## config.mk

```make
export PLATFORM = sky130hd
export DESIGN_NAME = gpio_edge_ctrl
export DESIGN_NICKNAME = d
export VERILOG_FILES = /design/src/rtl/gpio_edge_pkg.sv /design/src/rtl/gpio_sync.sv /design/src/rtl/gpio_bus_decode.sv /design/src/rtl/gpio_edge_word.sv /design/src/rtl/gpio_edge_ctrl.sv
export SDC_FILE = /design/constraint.sdc
export NUM_CORES = 1
export LEC_CHECK = 0
export BUFFER_PORTS_ARGS = -buffer_cell sky130_fd_sc_hd__buf_2
export CORE_AREA = 2 2 259 261
export CTS_CLUSTER_DIAMETER = 60
export DETAILED_ROUTE_END_ITERATION = 10
export DIE_AREA = 0 0 261 263
export SYNTH_ARGS = -nofsm -noshare
export SYNTH_HDL_FRONTEND = slang
export SYNTH_SLANG_ARGS = --single-unit
```

## constraint.sdc

```tcl
create_clock -name clk -period 2.5 [get_ports clk]
set_clock_uncertainty 0.2 [all_clocks]
set_input_delay 0.5 -clock clk [delete_from_list [all_inputs] [get_ports clk]]
set_output_delay 0.5 -clock clk [all_outputs]
set_load 0.1 [all_outputs]
```

## src/rtl/gpio_edge_pkg.sv

```systemverilog
package gpio_edge_pkg;
    // Register kind, taken from word address bits [3:1]; the order is the bus map.
    typedef enum logic [2:0] {
        RK_LEVEL = 3'd0,
        RK_DIR   = 3'd1,
        RK_SET   = 3'd2,
        RK_CLR   = 3'd3,
        RK_RISE  = 3'd4,
        RK_FALL  = 3'd5,
        RK_STAT  = 3'd6,
        RK_NONE  = 3'd7
    } reg_kind_e;

    localparam int KIND_W = 3;
endpackage

```

## src/rtl/gpio_sync.sv

```systemverilog
module gpio_sync #(
    parameter int W = 64
) (
    input  logic         clk,
    input  logic         rst_n,
    input  logic [W-1:0] async_in,
    output logic [W-1:0] sync_out
);
    logic [W-1:0] stage1_q;
    logic [W-1:0] stage2_q;

    always_ff @(posedge clk) begin
        if (!rst_n) begin
            stage1_q <= '0;
            stage2_q <= '0;
        end else begin
            stage1_q <= async_in;
            stage2_q <= stage1_q;
        end
    end

    assign sync_out = stage2_q;
endmodule

```

## src/rtl/gpio_bus_decode.sv

```systemverilog
module gpio_bus_decode
    import gpio_edge_pkg::*;
#(
    parameter int IDX_W = 1
) (
    input  logic [KIND_W+IDX_W-1:0] waddr,
    output reg_kind_e               kind,
    output logic [IDX_W-1:0]        word_idx
);
    logic [KIND_W-1:0] kind_raw;

    assign kind_raw = waddr[KIND_W+IDX_W-1:IDX_W];
    assign word_idx = waddr[IDX_W-1:0];

    always_comb begin
        unique case (kind_raw)
            3'd0:    kind = RK_LEVEL;
            3'd1:    kind = RK_DIR;
            3'd2:    kind = RK_SET;
            3'd3:    kind = RK_CLR;
            3'd4:    kind = RK_RISE;
            3'd5:    kind = RK_FALL;
            3'd6:    kind = RK_STAT;
            default: kind = RK_NONE;
        endcase
    end
endmodule

```

## src/rtl/gpio_edge_word.sv

```systemverilog
module gpio_edge_word #(
    parameter int W = 32
) (
    input  logic         clk,
    input  logic         rst_n,
    input  logic [W-1:0] level,
    input  logic [W-1:0] rise_en,
    input  logic [W-1:0] fall_en,
    input  logic [W-1:0] clr_mask,
    output logic [W-1:0] status
);
    logic [W-1:0] prev_q;
    logic [W-1:0] status_q;
    logic [W-1:0] hit;

    assign hit = (level & ~prev_q & rise_en) | (~level & prev_q & fall_en);

    always_ff @(posedge clk) begin
        if (!rst_n) begin
            prev_q   <= '0;
            status_q <= '0;
        end else begin
            prev_q   <= level;
            // a fresh edge wins over a clear aimed at the same bit
            status_q <= (status_q & ~clr_mask) | hit;
        end
    end

    assign status = status_q;

    // a set bit not targeted by a clear stays set
    assert_status_sticky_R7: assert property (@(posedge clk) disable iff (!rst_n)
        rst_n |=> ((status & $past(status & ~clr_mask)) == $past(status & ~clr_mask)));

    // a newly set bit always had at least one enable in the cycle before
    assert_new_status_enabled_R6: assert property (@(posedge clk) disable iff (!rst_n)
        rst_n |=> ((status & ~$past(status) & ~$past(rise_en | fall_en)) == '0));
endmodule

```

## src/rtl/gpio_edge_ctrl.sv

```systemverilog
module gpio_edge_ctrl
    import gpio_edge_pkg::*;
#(
    parameter int NUM_PINS = 64,
    parameter int WORD_W   = 32,
    parameter int NWORDS   = NUM_PINS / WORD_W,
    parameter int IDX_W    = $clog2(NWORDS),
    parameter int WADDR_W  = KIND_W + IDX_W
) (
    input  logic                clk,
    input  logic                rst_n,
    input  logic                bus_sel,
    input  logic                bus_wr,
    input  logic [WADDR_W-1:0]  bus_waddr,
    input  logic [WORD_W-1:0]   bus_wdata,
    output logic [WORD_W-1:0]   bus_rdata,
    input  logic [NUM_PINS-1:0] pin_in,
    output logic [NUM_PINS-1:0] pin_out,
    output logic [NUM_PINS-1:0] pin_oe,
    output logic                irq
);
    reg_kind_e        kind;
    logic [IDX_W-1:0] word_idx;
    logic             wr_fire;

    logic [NWORDS-1:0][WORD_W-1:0] dir_q;
    logic [NWORDS-1:0][WORD_W-1:0] out_q;
    logic [NWORDS-1:0][WORD_W-1:0] rise_q;
    logic [NWORDS-1:0][WORD_W-1:0] fall_q;
    logic [NWORDS-1:0][WORD_W-1:0] lvl_w;
    logic [NWORDS-1:0][WORD_W-1:0] stat_w;
    logic [NUM_PINS-1:0]           lvl;

    gpio_bus_decode #(.IDX_W(IDX_W)) u_decode (
        .waddr    (bus_waddr),
        .kind     (kind),
        .word_idx (word_idx)
    );

    gpio_sync #(.W(NUM_PINS)) u_sync (
        .clk      (clk),
        .rst_n    (rst_n),
        .async_in (pin_in),
        .sync_out (lvl)
    );

    assign lvl_w   = lvl;
    assign wr_fire = bus_sel && bus_wr;

    genvar w;
    generate
        for (w = 0; w < NWORDS; w++) begin : g_word
            logic [WORD_W-1:0] clr_mask;
            assign clr_mask = (wr_fire && kind == RK_STAT && word_idx == IDX_W'(w))
                              ? bus_wdata : '0;
            gpio_edge_word #(.W(WORD_W)) u_edge (
                .clk      (clk),
                .rst_n    (rst_n),
                .level    (lvl_w[w]),
                .rise_en  (rise_q[w]),
                .fall_en  (fall_q[w]),
                .clr_mask (clr_mask),
                .status   (stat_w[w])
            );
        end
    endgenerate

    // register writes
    always_ff @(posedge clk) begin
        if (!rst_n) begin
            dir_q  <= '0;
            out_q  <= '0;
            rise_q <= '0;
            fall_q <= '0;
        end else if (wr_fire) begin
            unique case (kind)
                RK_DIR:  dir_q[word_idx]  <= bus_wdata;
                RK_SET:  out_q[word_idx]  <= out_q[word_idx] | bus_wdata;
                RK_CLR:  out_q[word_idx]  <= out_q[word_idx] & ~bus_wdata;
                RK_RISE: rise_q[word_idx] <= bus_wdata;
                RK_FALL: fall_q[word_idx] <= bus_wdata;
                default: ;
            endcase
        end
    end

    // read mux
    always_comb begin
        bus_rdata = '0;
        if (bus_sel && !bus_wr) begin
            unique case (kind)
                RK_LEVEL: bus_rdata = lvl_w[word_idx];
                RK_DIR:   bus_rdata = dir_q[word_idx];
                RK_RISE:  bus_rdata = rise_q[word_idx];
                RK_FALL:  bus_rdata = fall_q[word_idx];
                RK_STAT:  bus_rdata = stat_w[word_idx];
                default:  bus_rdata = '0;
            endcase
        end
    end

    assign pin_out = out_q;
    assign pin_oe  = dir_q;
    assign irq     = |stat_w;

    // write data placed at its word position across the pin vector
    logic [NUM_PINS-1:0] wr_mask;
    assign wr_mask = {{(NUM_PINS-WORD_W){1'b0}}, bus_wdata} << (word_idx * WORD_W);

    assert_set_drives_high_R4: assert property (@(posedge clk) disable iff (!rst_n)
        (wr_fire && kind == RK_SET) |=> ((pin_out & $past(wr_mask)) == $past(wr_mask)));

    assert_clr_drives_low_R5: assert property (@(posedge clk) disable iff (!rst_n)
        (wr_fire && kind == RK_CLR) |=> ((pin_out & $past(wr_mask)) == '0));

    assert_out_hold_R4: assert property (@(posedge clk) disable iff (!rst_n)
        !(wr_fire && (kind == RK_SET || kind == RK_CLR)) |=> $stable(pin_out));

    assert_oe_hold_R3: assert property (@(posedge clk) disable iff (!rst_n)
        !(wr_fire && kind == RK_DIR) |=> $stable(pin_oe));
endmodule

```

==> reports/metrics.csv <==
stage,metric,value,unit
drt,finalWirelength,86.28,mm
synth,yosysSeqAreaShare,44.90,%
timing,layout_min_cycle_time,3.105,ns
timing,post-route-period-util,124.2,%
grt,overflow,0,
die,initial_utilization,34.78,%
layout,final_area,31630,sq um
setup_path,reg2reg_depth,3,
timing,hold_slack,0.07344,ns
clocking,clockBufferDepth,3,
drt,drt-pass1-iter-count,6,
drt,vias,21510,
synth,ys_dominant_reg_cell,dfxtp_1,
synth,synth_nets,2622,
min_path,worstHoldPathCells,3,
die,dieHeight,263,um
layout,drive_gt1_share,28.49,%
timing,grt_setup_unrepaired,true,
clocking,cts_tree,built,
setup_path,worst-path-max-fanout,2,
timing,drv_slew,0,
layout,areaGrowthSynthToFinish,38.57,%
drt,drc_errors,0,
pwr,power_density,612.5,nW/um^2
placed_design,gp_congestion,0.8301,
clocking,numCtsBuffers,57,
synth,synth_cell_type_count,35,
grt,grt_pass1_wl,128.1,mm
synth,syn_area,22830,sq um
clocking,htreeDepth,2,
drt,avgViaCountPerCell,5.725,
layout,seqCellArea,10330,sq um
layout,nFillCells,5962,
layout,stdcell_count,3757,
synth,yosysWarnings,0,
setup_path,end_kind,output port,
outcome,status,"complete, but fails checks",
clocking,insertion_delay,0.62,ns
placed_design,placed_area,26570,sq um
grt,grt_usage,23.95,%
synth,yosysTopAreaCell,dfxtp_1,
grt,grt_pass1_vias,20590,
layout,fin_nets,2949,
synth,async_flop_share,0,%
clocking,cts_root_buffer,clkbuf_16,
drt,antenna_left,0,
timing,max_slew_margin,59.24,%
drt,avgRoutedWirePerCell,22.97,um
synth,synth_area_per_cell,9.065,sq um
synth,synth-seq-cells,512,
die,fp-row-count,94,
pwr,peakVddDrop,0.0004730,V
clocking,clkSinkCount,512,
clocking,path_clk_slew,0.06,ns
synth,synth_edf_count,0,
timing,clock.fmax,322.0,MHz
layout,multi_input_area,12530,sq um
setup_path,crit_type,flop to output port,
flow_run,drv_cap,0,
pwr,p_leak,11.46,nW
setup_path,worstPathRequired,1.80,ns
die,coreArea,65630,sq um
synth,synth_most_common_cell,dfxtp_1,
synth,netlist_instances,2518,
synth,synthTopCellsByCount,"dfxtp_1, o21ai_0, a21boi_0",
timing,setup_slack,-0.6055,ns
placed_design,dp_hpwl,52.87,mm
die,dieArea,68640,sq um
grt,antenna_found_initial,3,
layout,utilization,48.19,%
timing,setup_viol_count_final,33,
timing,worst_pin_slew,0.6115,ns
die,chipWidth,261,um
outcome,violations,setup timing,
setup_path,worstPathArrival,2.41,ns
synth,synth_top_area_share,44.90,%
placed_design,placedCellCount,3524,
timing,hold_violations,0,
setup_path,cp-start-kind,flop,
placed_design,portBuffers,264,
drt,drt_iter0_drc,2139,
min_path,hp-class,input pin to flop,
grt,grt_max_degree,93,
synth,yosys-top-cells-area,"dfxtp_1, a21boi_0, mux2i_1",
die,ioPinCount,265,
timing,fin_tns_setup,-3.453,ns
## final cells by class
type | instances | share of cell area [%]
multi-input cells | 1671 | 39.62
flip-flops and latches | 512 | 32.65
repair buffers | 539 | 17.20
inverters | 64 | 0.7595
clock buffers | 79 | 5.285
clock inverters | 27 | 1.064
diodes | 1 | 0.007912
well taps | 864 | 3.418
## flip-flops by register name (all words and copies together) (netlist names)
name / flops
g_word.u_edge.status: 64
u_sync.stage1_q: 64
fall_q: 64
rise_q: 64
u_sync.sync_out: 64
pin_out: 64
g_word.u_edge.prev_q: 64
pin_oe: 64
## report_power, final
group          internal (mW)  total, mW  switching [mW]
clock                   5.39       8.97            3.58
sequential              8.32       8.43           0.112
combinational          0.788       1.97            1.18
## critical path: stages, from the launching register on
cell	delay (ns)
dfxtp_4	0.36
nor4_4	0.37
buf_4	0.17
nand4_1	0.09
or4_4	0.59
buf_12	0.19
## cell families (layout without fill, tap and decap cells)
group	count (synthesis)	count (layout)	share of synthesized area, %
buffers and inverters	335	709	6.233
other	0	1	0
AO/OA/AOI/OAI	865	865	24.75
flip-flops	512	512	44.90
AND/OR/NAND/NOR	614	614	15.51
multiplexers	192	192	8.595
## stage by stage
| stage | setup WS, ns | power, mW |
|---|---|---|
| floorplan | -0.03182 | 9.506 |
| global placement | -0.4815 | 10.13 |
| detailed placement | -0.4369 | 10.15 |
| CTS | -0.6409 | 19.43 |
| global route | -0.6439 | 19.94 |
| finish | -0.6055 | 19.37 |
## worst paths after layout
check,startpoint,slack (ns),endpoint
worst min register to register,u_sync.stage1_q[38],0.22,u_sync.sync_out[38]
worst max register to register,pin_out[32],1.24,pin_out[0]
worst min-delay path,bus_wdata[29],0.07,rise_q[61]
worst max-delay path,g_word[1].u_edge.status[1],-0.61,irq
## placed cells by master (no fill, tap or decap), drive strengths merged, types with 7 or more instances in the layout
cell type,instances
a21boi,256
a31oi,64
and2,192
buf,469
bufinv,7
clkbuf,82
clkinv,13
dfxtp,512
dlygate4sd3,63
inv,69
mux2,32
mux2i,160
nand2,64
nand3,193
nand3b,67
nand4b,32
nor2,32
nor4,16
o2111ai,64
o21a,64
o21ai,320
o22ai,64
o31a,32
## layer usage
layer	routed length (um)	part of all wire, %	vias up	GRT usage (%)
li1	-	-	9755	-
met1	36460	42	10530	32.18
met2	39780	46	1042	37.85
met3	7065	8.2	182	4.747
met4	2973	3.4	0	8.968
met5	0	0	-	0
## what timing repair did
item / in CTS / in global routing
endpoints found under the setup margin: 33 / 33
setup buffers: 42 / 6
hold endpoints to repair: 63 / 0
gates resized for setup: 237 / 85
pin swaps: 61 / 43
cloned: 19 / 3
hold buffers: 63 / 0
Note: power is estimated with default switching activity, not from simulation.
